===== src/rtl/sbus_pkg.sv =====
package sbus_pkg;

    localparam int NPORT   = 4;
    localparam int SHIFT_W = 3;
    localparam int DATA_W  = 8;
    localparam int CTRL_W  = SHIFT_W + 1 + NPORT;
    localparam int MAX_SHIFT = (1 << SHIFT_W) - 1;

    // Control word: divider shift on top, direction, then per-port enables
    typedef struct packed {
        logic [SHIFT_W-1:0] shift;
        logic               rd_mode;
        logic [NPORT-1:0]   en;
    } ctrl_t;

endpackage


===== src/rtl/sbus_ctrl_reg.sv =====
module sbus_ctrl_reg
    import sbus_pkg::*;
(
    input  logic              clk,
    input  logic              rst_n,
    input  logic              wr_i,
    input  logic [CTRL_W-1:0] wdata_i,
    input  logic              rd_i,
    input  logic              err_set_i,
    output ctrl_t             ctrl_o,
    output logic              err_o
);

    typedef struct packed {
        ctrl_t ctrl;
        logic  err;
    } reg_state_t;

    reg_state_t s_d, s_q;

    always_comb begin
        s_d = s_q;
        if (wr_i) begin
            s_d.ctrl = ctrl_t'(wdata_i);
        end
        if (err_set_i) begin
            s_d.err = 1'b1;
        end else if (rd_i) begin
            s_d.err = 1'b0;
        end
    end

    always_ff @(posedge clk) begin
        if (!rst_n) begin
            s_q <= '0;
        end else begin
            s_q <= s_d;
        end
    end

    assign ctrl_o = s_q.ctrl;
    assign err_o  = s_q.err;

endmodule


===== src/rtl/sbus_phase_timer.sv =====
module sbus_phase_timer
    import sbus_pkg::*;
#(
    parameter int START_DLY = 1,
    parameter int CNT_W     = 8
) (
    input  logic               clk,
    input  logic               rst_n,
    input  logic               cfg_wr_i,
    input  logic [SHIFT_W-1:0] cfg_shift_i,
    input  logic [SHIFT_W-1:0] run_shift_i,
    input  logic               hold_i,
    output logic               evt_o
);

    typedef struct packed {
        logic             run;
        logic [CNT_W-1:0] cnt;
    } tmr_state_t;

    tmr_state_t s_d, s_q;

    always_comb begin
        s_d   = s_q;
        evt_o = 1'b0;
        if (cfg_wr_i) begin
            if (cfg_shift_i == '0) begin
                s_d.run = 1'b0;
                s_d.cnt = '0;
            end else begin
                s_d.run = 1'b1;
                s_d.cnt = CNT_W'(START_DLY)
                        + (hold_i ? (CNT_W'(1) << cfg_shift_i) : '0);
            end
        end else if (s_q.run) begin
            if (s_q.cnt == CNT_W'(1)) begin
                evt_o   = 1'b1;
                s_d.cnt = CNT_W'(1) << (run_shift_i - SHIFT_W'(1));
            end else begin
                s_d.cnt = s_q.cnt - CNT_W'(1);
            end
        end
    end

    always_ff @(posedge clk) begin
        if (!rst_n) begin
            s_q <= '0;
        end else begin
            s_q <= s_d;
        end
    end

endmodule


===== src/rtl/sbus_phase_gen.sv =====
module sbus_phase_gen
    import sbus_pkg::*;
(
    input  logic             clk,
    input  logic             rst_n,
    input  logic             cfg_wr_i,
    input  logic             cfg_stop_i,
    input  logic             cfg_rd_i,
    input  logic             run_rd_i,
    input  logic [NPORT-1:0] run_en_i,
    input  logic             evt_i,
    output logic             nmi_o,
    output logic [NPORT-1:0] cs_o,
    output logic [NPORT-1:0] rw_o,
    output logic             hold_o
);

    typedef struct packed {
        logic             nmi;
        logic [NPORT-1:0] cs;
        logic [NPORT-1:0] rw;
        logic             arm;   // next event is an asserting one
        logic             sup;   // swallow NMI on next asserting event
    } ph_state_t;

    ph_state_t s_d, s_q;

    always_comb begin
        s_d = s_q;
        if (cfg_wr_i) begin
            s_d.arm = 1'b1;
            if (cfg_stop_i) begin
                s_d.nmi = 1'b0;
                s_d.cs  = '0;
                s_d.sup = 1'b0;
            end else begin
                s_d.sup = cfg_rd_i;
                if (cfg_rd_i) begin
                    s_d.nmi = 1'b0;
                end
            end
        end else if (evt_i) begin
            if (s_q.arm) begin
                s_d.rw  = {NPORT{run_rd_i}};
                s_d.nmi = ~s_q.sup;
                s_d.cs  = run_en_i;
                s_d.arm = 1'b0;
            end else begin
                s_d.nmi = 1'b0;
                s_d.cs  = '0;
                s_d.arm = 1'b1;
            end
            s_d.sup = 1'b0;
        end
    end

    always_ff @(posedge clk) begin
        if (!rst_n) begin
            s_q     <= '0;
            s_q.arm <= 1'b1;
        end else begin
            s_q <= s_d;
        end
    end

    assign nmi_o  = s_q.nmi;
    assign cs_o   = s_q.cs;
    assign rw_o   = s_q.rw;
    assign hold_o = ~s_q.arm;

endmodule


===== src/rtl/sbus_write_fanout.sv =====
module sbus_write_fanout
    import sbus_pkg::*;
(
    input  logic              clk,
    input  logic              rst_n,
    input  logic              wr_i,
    input  logic [DATA_W-1:0] wdata_i,
    input  logic              rd_mode_i,
    input  logic [NPORT-1:0]  en_i,
    output logic [NPORT-1:0]  strobe_o,
    output logic [DATA_W-1:0] data_o,
    output logic              err_o
);

    typedef struct packed {
        logic [NPORT-1:0]  strobe;
        logic [DATA_W-1:0] data;
    } fo_state_t;

    fo_state_t s_d, s_q;
    logic      accept;

    always_comb begin
        s_d        = s_q;
        accept     = wr_i & ~rd_mode_i;
        err_o      = wr_i & rd_mode_i;
        for (int p = 0; p < NPORT; p++) begin
            s_d.strobe[p] = accept & en_i[p];
        end
        if (accept) begin
            s_d.data = wdata_i;
        end
    end

    always_ff @(posedge clk) begin
        if (!rst_n) begin
            s_q <= '0;
        end else begin
            s_q <= s_d;
        end
    end

    assign strobe_o = s_q.strobe;
    assign data_o   = s_q.data;

endmodule


===== src/rtl/sbus_nmi_ctrl.sv =====
module sbus_nmi_ctrl
    import sbus_pkg::*;
#(
    parameter int START_DLY = 1
) (
    input  logic              clk,
    input  logic              rst_n,
    input  logic              ctrl_wr_i,
    input  logic              ctrl_rd_i,
    input  logic [CTRL_W-1:0] ctrl_wdata_i,
    output logic [CTRL_W-1:0] ctrl_rdata_o,
    input  logic              data_wr_i,
    input  logic [DATA_W-1:0] data_wdata_i,
    output logic              nmi_o,
    output logic [NPORT-1:0]  cs_o,
    output logic [NPORT-1:0]  rw_o,
    output logic [NPORT-1:0]  pwr_o,
    output logic [DATA_W-1:0] pdata_o,
    output logic              err_o
);

    localparam int CNT_W = $clog2(START_DLY + (1 << MAX_SHIFT) + 1);

    ctrl_t cfg_new;
    ctrl_t ctrl_q;
    logic  wr_err;
    logic  evt;
    logic  hold;

    assign cfg_new = ctrl_t'(ctrl_wdata_i);

    sbus_ctrl_reg u_reg (
        .clk       (clk),
        .rst_n     (rst_n),
        .wr_i      (ctrl_wr_i),
        .wdata_i   (ctrl_wdata_i),
        .rd_i      (ctrl_rd_i),
        .err_set_i (wr_err),
        .ctrl_o    (ctrl_q),
        .err_o     (err_o)
    );

    sbus_phase_timer #(
        .START_DLY (START_DLY),
        .CNT_W     (CNT_W)
    ) u_tmr (
        .clk         (clk),
        .rst_n       (rst_n),
        .cfg_wr_i    (ctrl_wr_i),
        .cfg_shift_i (cfg_new.shift),
        .run_shift_i (ctrl_q.shift),
        .hold_i      (hold),
        .evt_o       (evt)
    );

    sbus_phase_gen u_ph (
        .clk        (clk),
        .rst_n      (rst_n),
        .cfg_wr_i   (ctrl_wr_i),
        .cfg_stop_i (cfg_new.shift == '0),
        .cfg_rd_i   (cfg_new.rd_mode),
        .run_rd_i   (ctrl_q.rd_mode),
        .run_en_i   (ctrl_q.en),
        .evt_i      (evt),
        .nmi_o      (nmi_o),
        .cs_o       (cs_o),
        .rw_o       (rw_o),
        .hold_o     (hold)
    );

    sbus_write_fanout u_fo (
        .clk       (clk),
        .rst_n     (rst_n),
        .wr_i      (data_wr_i),
        .wdata_i   (data_wdata_i),
        .rd_mode_i (ctrl_q.rd_mode),
        .en_i      (ctrl_q.en),
        .strobe_o  (pwr_o),
        .data_o    (pdata_o),
        .err_o     (wr_err)
    );

    assign ctrl_rdata_o = ctrl_q;

endmodule


===== config.mk =====
export PLATFORM = sky130hd
export DESIGN_NAME = sbus_nmi_ctrl
export DESIGN_NICKNAME = d
export VERILOG_FILES = /design/src/rtl/sbus_pkg.sv /design/src/rtl/sbus_ctrl_reg.sv /design/src/rtl/sbus_phase_timer.sv /design/src/rtl/sbus_phase_gen.sv /design/src/rtl/sbus_write_fanout.sv /design/src/rtl/sbus_nmi_ctrl.sv
export SDC_FILE = /design/constraint.sdc
export NUM_CORES = 1
export LEC_CHECK = 0
export BUFFER_PORTS_ARGS = -buffer_cell sky130_fd_sc_hd__buf_2
export CAP_MARGIN = 10
export CORE_ASPECT_RATIO = 0.5
export CORE_MARGIN = 8
export CORE_UTILIZATION = 52
export DETAILED_ROUTE_END_ITERATION = 10
export GPL_TIMING_DRIVEN = 1
export PLACE_DENSITY = 0.79
export SYNTH_ARGS = -nofsm -noshare
export SYNTH_HDL_FRONTEND = slang
export SYNTH_SLANG_ARGS = --single-unit
export TNS_END_PERCENT = 10

===== constraint.sdc =====
create_clock -name clk -period 2.4 [get_ports clk]
set_clock_uncertainty 0.15 [all_clocks]
set_input_delay 0.12 -clock clk [delete_from_list [all_inputs] [get_ports clk]]
set_output_delay 0.12 -clock clk [all_outputs]
set_load 0.01 [all_outputs]

==> metrics.yaml <==
outcome:
  status: "finished with violations"
  violations: "hold timing"
finish:
  post-route-util_pct: 67.50
  antenna-diode-count: 0
  synthToLayoutAreaGrowth_pct: 23.30
  finalNetCount: 293
  drive_above_1_share_pct: 24.16
placement:
  count_of_input_and_output_buffers: 50
  dp_hpwl_um: 3481
  gp_congestion: 0.9076
synthesis:
  netlist-cell-type-count: 47
  synthesis.area_per_instance_um2: 8.712
  synth.area.top_cells: "dfxtp_1, nor2_1, mux2i_1"
  most_common_library_cells_after_synthesis: "dfxtp_1, nor2_1, nand2_1"
  postSynth.asyncResetShare_pct: 0
  ys_warn_count: 0
  synth.ff_latch_count: 38
  post_synth_inst_count: 217
  post-synth-top-count-cell: "dfxtp_1"
  area_of_the_mapped_netlist_um2: 1891
  synth.largest_area_cell: "dfxtp_1"
  mappedNetlistNets: 241
  number_of_synthesized_flops_with_an_enable_pin: 0
  synth_flop_cell: "dfxtp_1"
  seq_area_frac_synth_pct: 40.24
  synth_top_cell_area_share_pct: 40.24
global_route:
  pin_count_of_the_biggest_net_entering_global_routing: 23
  grt.total_usage_pct: 17.89
  initial_antenna_violation_count: 0
  grt.overflow.total: 0
  grt_pass1_wl_um: 8438
  via_count_of_the_first_global_routing_pass: 1711
worst_setup_path:
  critical_path.max_stage_delay_ns: 0.42
  arrival_ns: 2.10
  path_cells: "ha_1, nor3b_2, buf_4, a31oi_2, or2_4, a32o_1"
  crit_path_top_delay_cell: "dfxtp_1"
  critPathRequiredTime_ns: 2.43
  worstSetupStartpointType: "flop"
  crit_path_start: "u_tmr.s_q[0]$_SDFFE_PN0P_"
  crit_fanout: 6
  path_type_of_the_worst_setup_path: "reg2reg"
  rr_startpoint: "u_tmr.s_q[0]$_SDFFE_PN0P_"
  capturing_element_type_of_the_critical_path: "flop"
power_and_ir_drop:
  worst_ir_drop_vdd_uv: 271.0
  power_frac_seq_pct: 46.2
  net_switching_power_w: 0.0003889
  p_leak_nw: 1.031
  power.share.combinational_pct: 16.9
  p_sw_share_pct: 26.04
  finalPower_w: 0.001493
  p_per_area_nw_per_um2: 640.5
  clockPowerShare_pct: 36.9
  internal-power_w: 0.001104
floorplanning:
  core.rowCount: 15
  die_h_um: 58.64
  initial_core_util_pct: 54.75
  die-area_um2: 5938
  die_width_um: 101.3
  ioPinCount: 51
  floorplan.core_area_um2: 3453
cts:
  post_cts.repair.setup_buffers: 0
  numClockSinks: 38
  h-tree-depth: 2
  cts.repair.resized: 0
  path_clk_slew_ns: 0.08
  cts_made_buffers: 5
  cts_tree: "built"
  cts.root.buffer_cell: "clkbuf_8"
  cts_hold_repair.buffers: 15
  cts.path.max_buffers: 2
  clk_latency_ns: 0.29
timing:
  post-route-period-util_pct: 86.13
  max_freq_mhz: 483.8
  relSlewSlack_pct: 50.23
  fin_worst_hold_slack_ns: -0.001633
  timing.final.max_slew_violations: 0
  final_hold_viol_count: 1
  period_needed_ns: 2.067
  setup-violations-final: 0
  grt_setup_unrepaired: "false"
  fin_setup_tns_ns: 0
  timing_worst_slew_pin_value_ns: 0.7450
detailed_routing:
  drt.antenna.violating_nets: 0
  via_count: 1819
  routed_wirelength_um: 5220
  routedWlPerCell_um: 16.31
  dr.first_iter.drc_count: 132
  number_of_drc_violations_after_detailed_routing: 0
  via_per_inst: 5.684
  drt_pre_antenna_iters: 5
worst_hold_path:
  critical_hold_path_startpoint: "ctrl_wdata_i[5]"
  worst_hold_path_type: "in2reg"
job:
  drv_cap: 0
-- cell families (layout without fill, tap and decap cells) --
family,after synthesis,after routing,share of synthesized area (%)
simple gates,87,87,23.16
compound gates,46,46,18.20
flops,38,38,40.24
buf+inv,30,82,9.794
mux,9,9,4.765
xor+xnor,4,4,1.853
fa+ha+maj,3,3,1.986
-- registers in the layout, summed over array words and instances (netlist names) --
name	count
u_ph.cs_o	4
u_fo.data_o	8
u_tmr.s_q	9
u_ph.nmi_o	1
u_reg.ctrl_o	8
u_ph.rw_o	1
u_fo.strobe_o	4
u_reg.err_o	1
u_ph.s_q	2
-- power by group through the flow --
stage               clock, W  combinational, W  sequential (W)
global route        0.000582          0.000277        0.000693
floorplan                  0          0.000162        0.000704
finish              0.000550          0.000253        0.000690
detailed placement         0          0.000227        0.000702
global placement           0          0.000222        0.000701
CTS                 0.000554          0.000248        0.000688
-- worst paths after layout --
| check | to | slack (ns) | cells past startpoint |
|---|---|---|---|
| setup / recovery | u_ph.cs_o[2]$_SDFFE_PN0P_ | 0.33 | 6 |
| hold / removal | u_reg.ctrl_o[5]$_SDFFE_PN0P_ | -0.002 | 3 |
| setup reg to reg | u_ph.cs_o[2]$_SDFFE_PN0P_ | 0.33 | 6 |
| hold reg to reg | u_fo.data_o[1]$_SDFFE_PN0P_ | 0.30 | 2 |
-- through the flow --
stage | instances | setup slack (ns) | cell area (µm²) | hold WS [ns]
2_1_floorplan | 217 | 0.5223 | 1891 | 0.1060
3_3_place_gp | 298 | 0.4881 | 2068 | 0.2047
3_5_place_dp | 298 | 0.4009 | 2068 | 0.2194
4_1_cts | 320 | 0.3806 | 2331 | 0.003589
5_1_grt | 320 | 0.1792 | 2331 | 0.02458
6_report | 320 | 0.3328 | 2331 | -0.001633
-- per-layer routing --
metal | share of wire, % | track usage [%] | up-vias
li1 | - | - | 869
met1 | 43 | 21.11 | 834
met2 | 43 | 29.18 | 100
met3 | 11 | 7.051 | 16
met4 | 2.5 | 5.870 | 0
met5 | 0 | 0 | -
-- worst max-delay path, delay by kind of cell, from the launching register on --
kind            cells  cell delay, ns
simple gates        2            0.59
buf+inv             1            0.21
compound gates      2            0.37
fa+ha+maj           1            0.23
flops               1            0.42
-- final cells by class --
| cell class | count | area [µm²] |
|---|---|---|
| fillers | 260 | 1122 |
| multi-input cells | 149 | 944.7 |
| flip-flops and latches | 38 | 760.7 |
| repair buffers | 68 | 422.9 |
| clock buffers | 6 | 82.58 |
| well taps | 51 | 63.81 |
| clock inverters | 1 | 30.03 |
| inverters | 7 | 26.28 |
-- placed cells by master, fill, tap and decap left out, types with 2 or more instances in the layout --
cell type      count
nand3_1            8
dlygate4sd3_1     15
o31ai_1            2
nor3b_1            2
nor3_1             4
buf_4              3
o21ai_0            2
and3_1             4
a21oi_1           14
buf_2             50
ha_1               3
nand4_1            2
a31oi_1            3
a32oi_1            3
mux2i_1            9
clkbuf_8           6
o31a_1             4
nor4_1             5
xnor2_1            3
nor2_1            25
dfxtp_1           38
nand2_1           22
nand2b_1           7
inv_1              6
nor2b_1            3
a32o_1             5
Note: power is estimated with default switching activity, not from simulation.
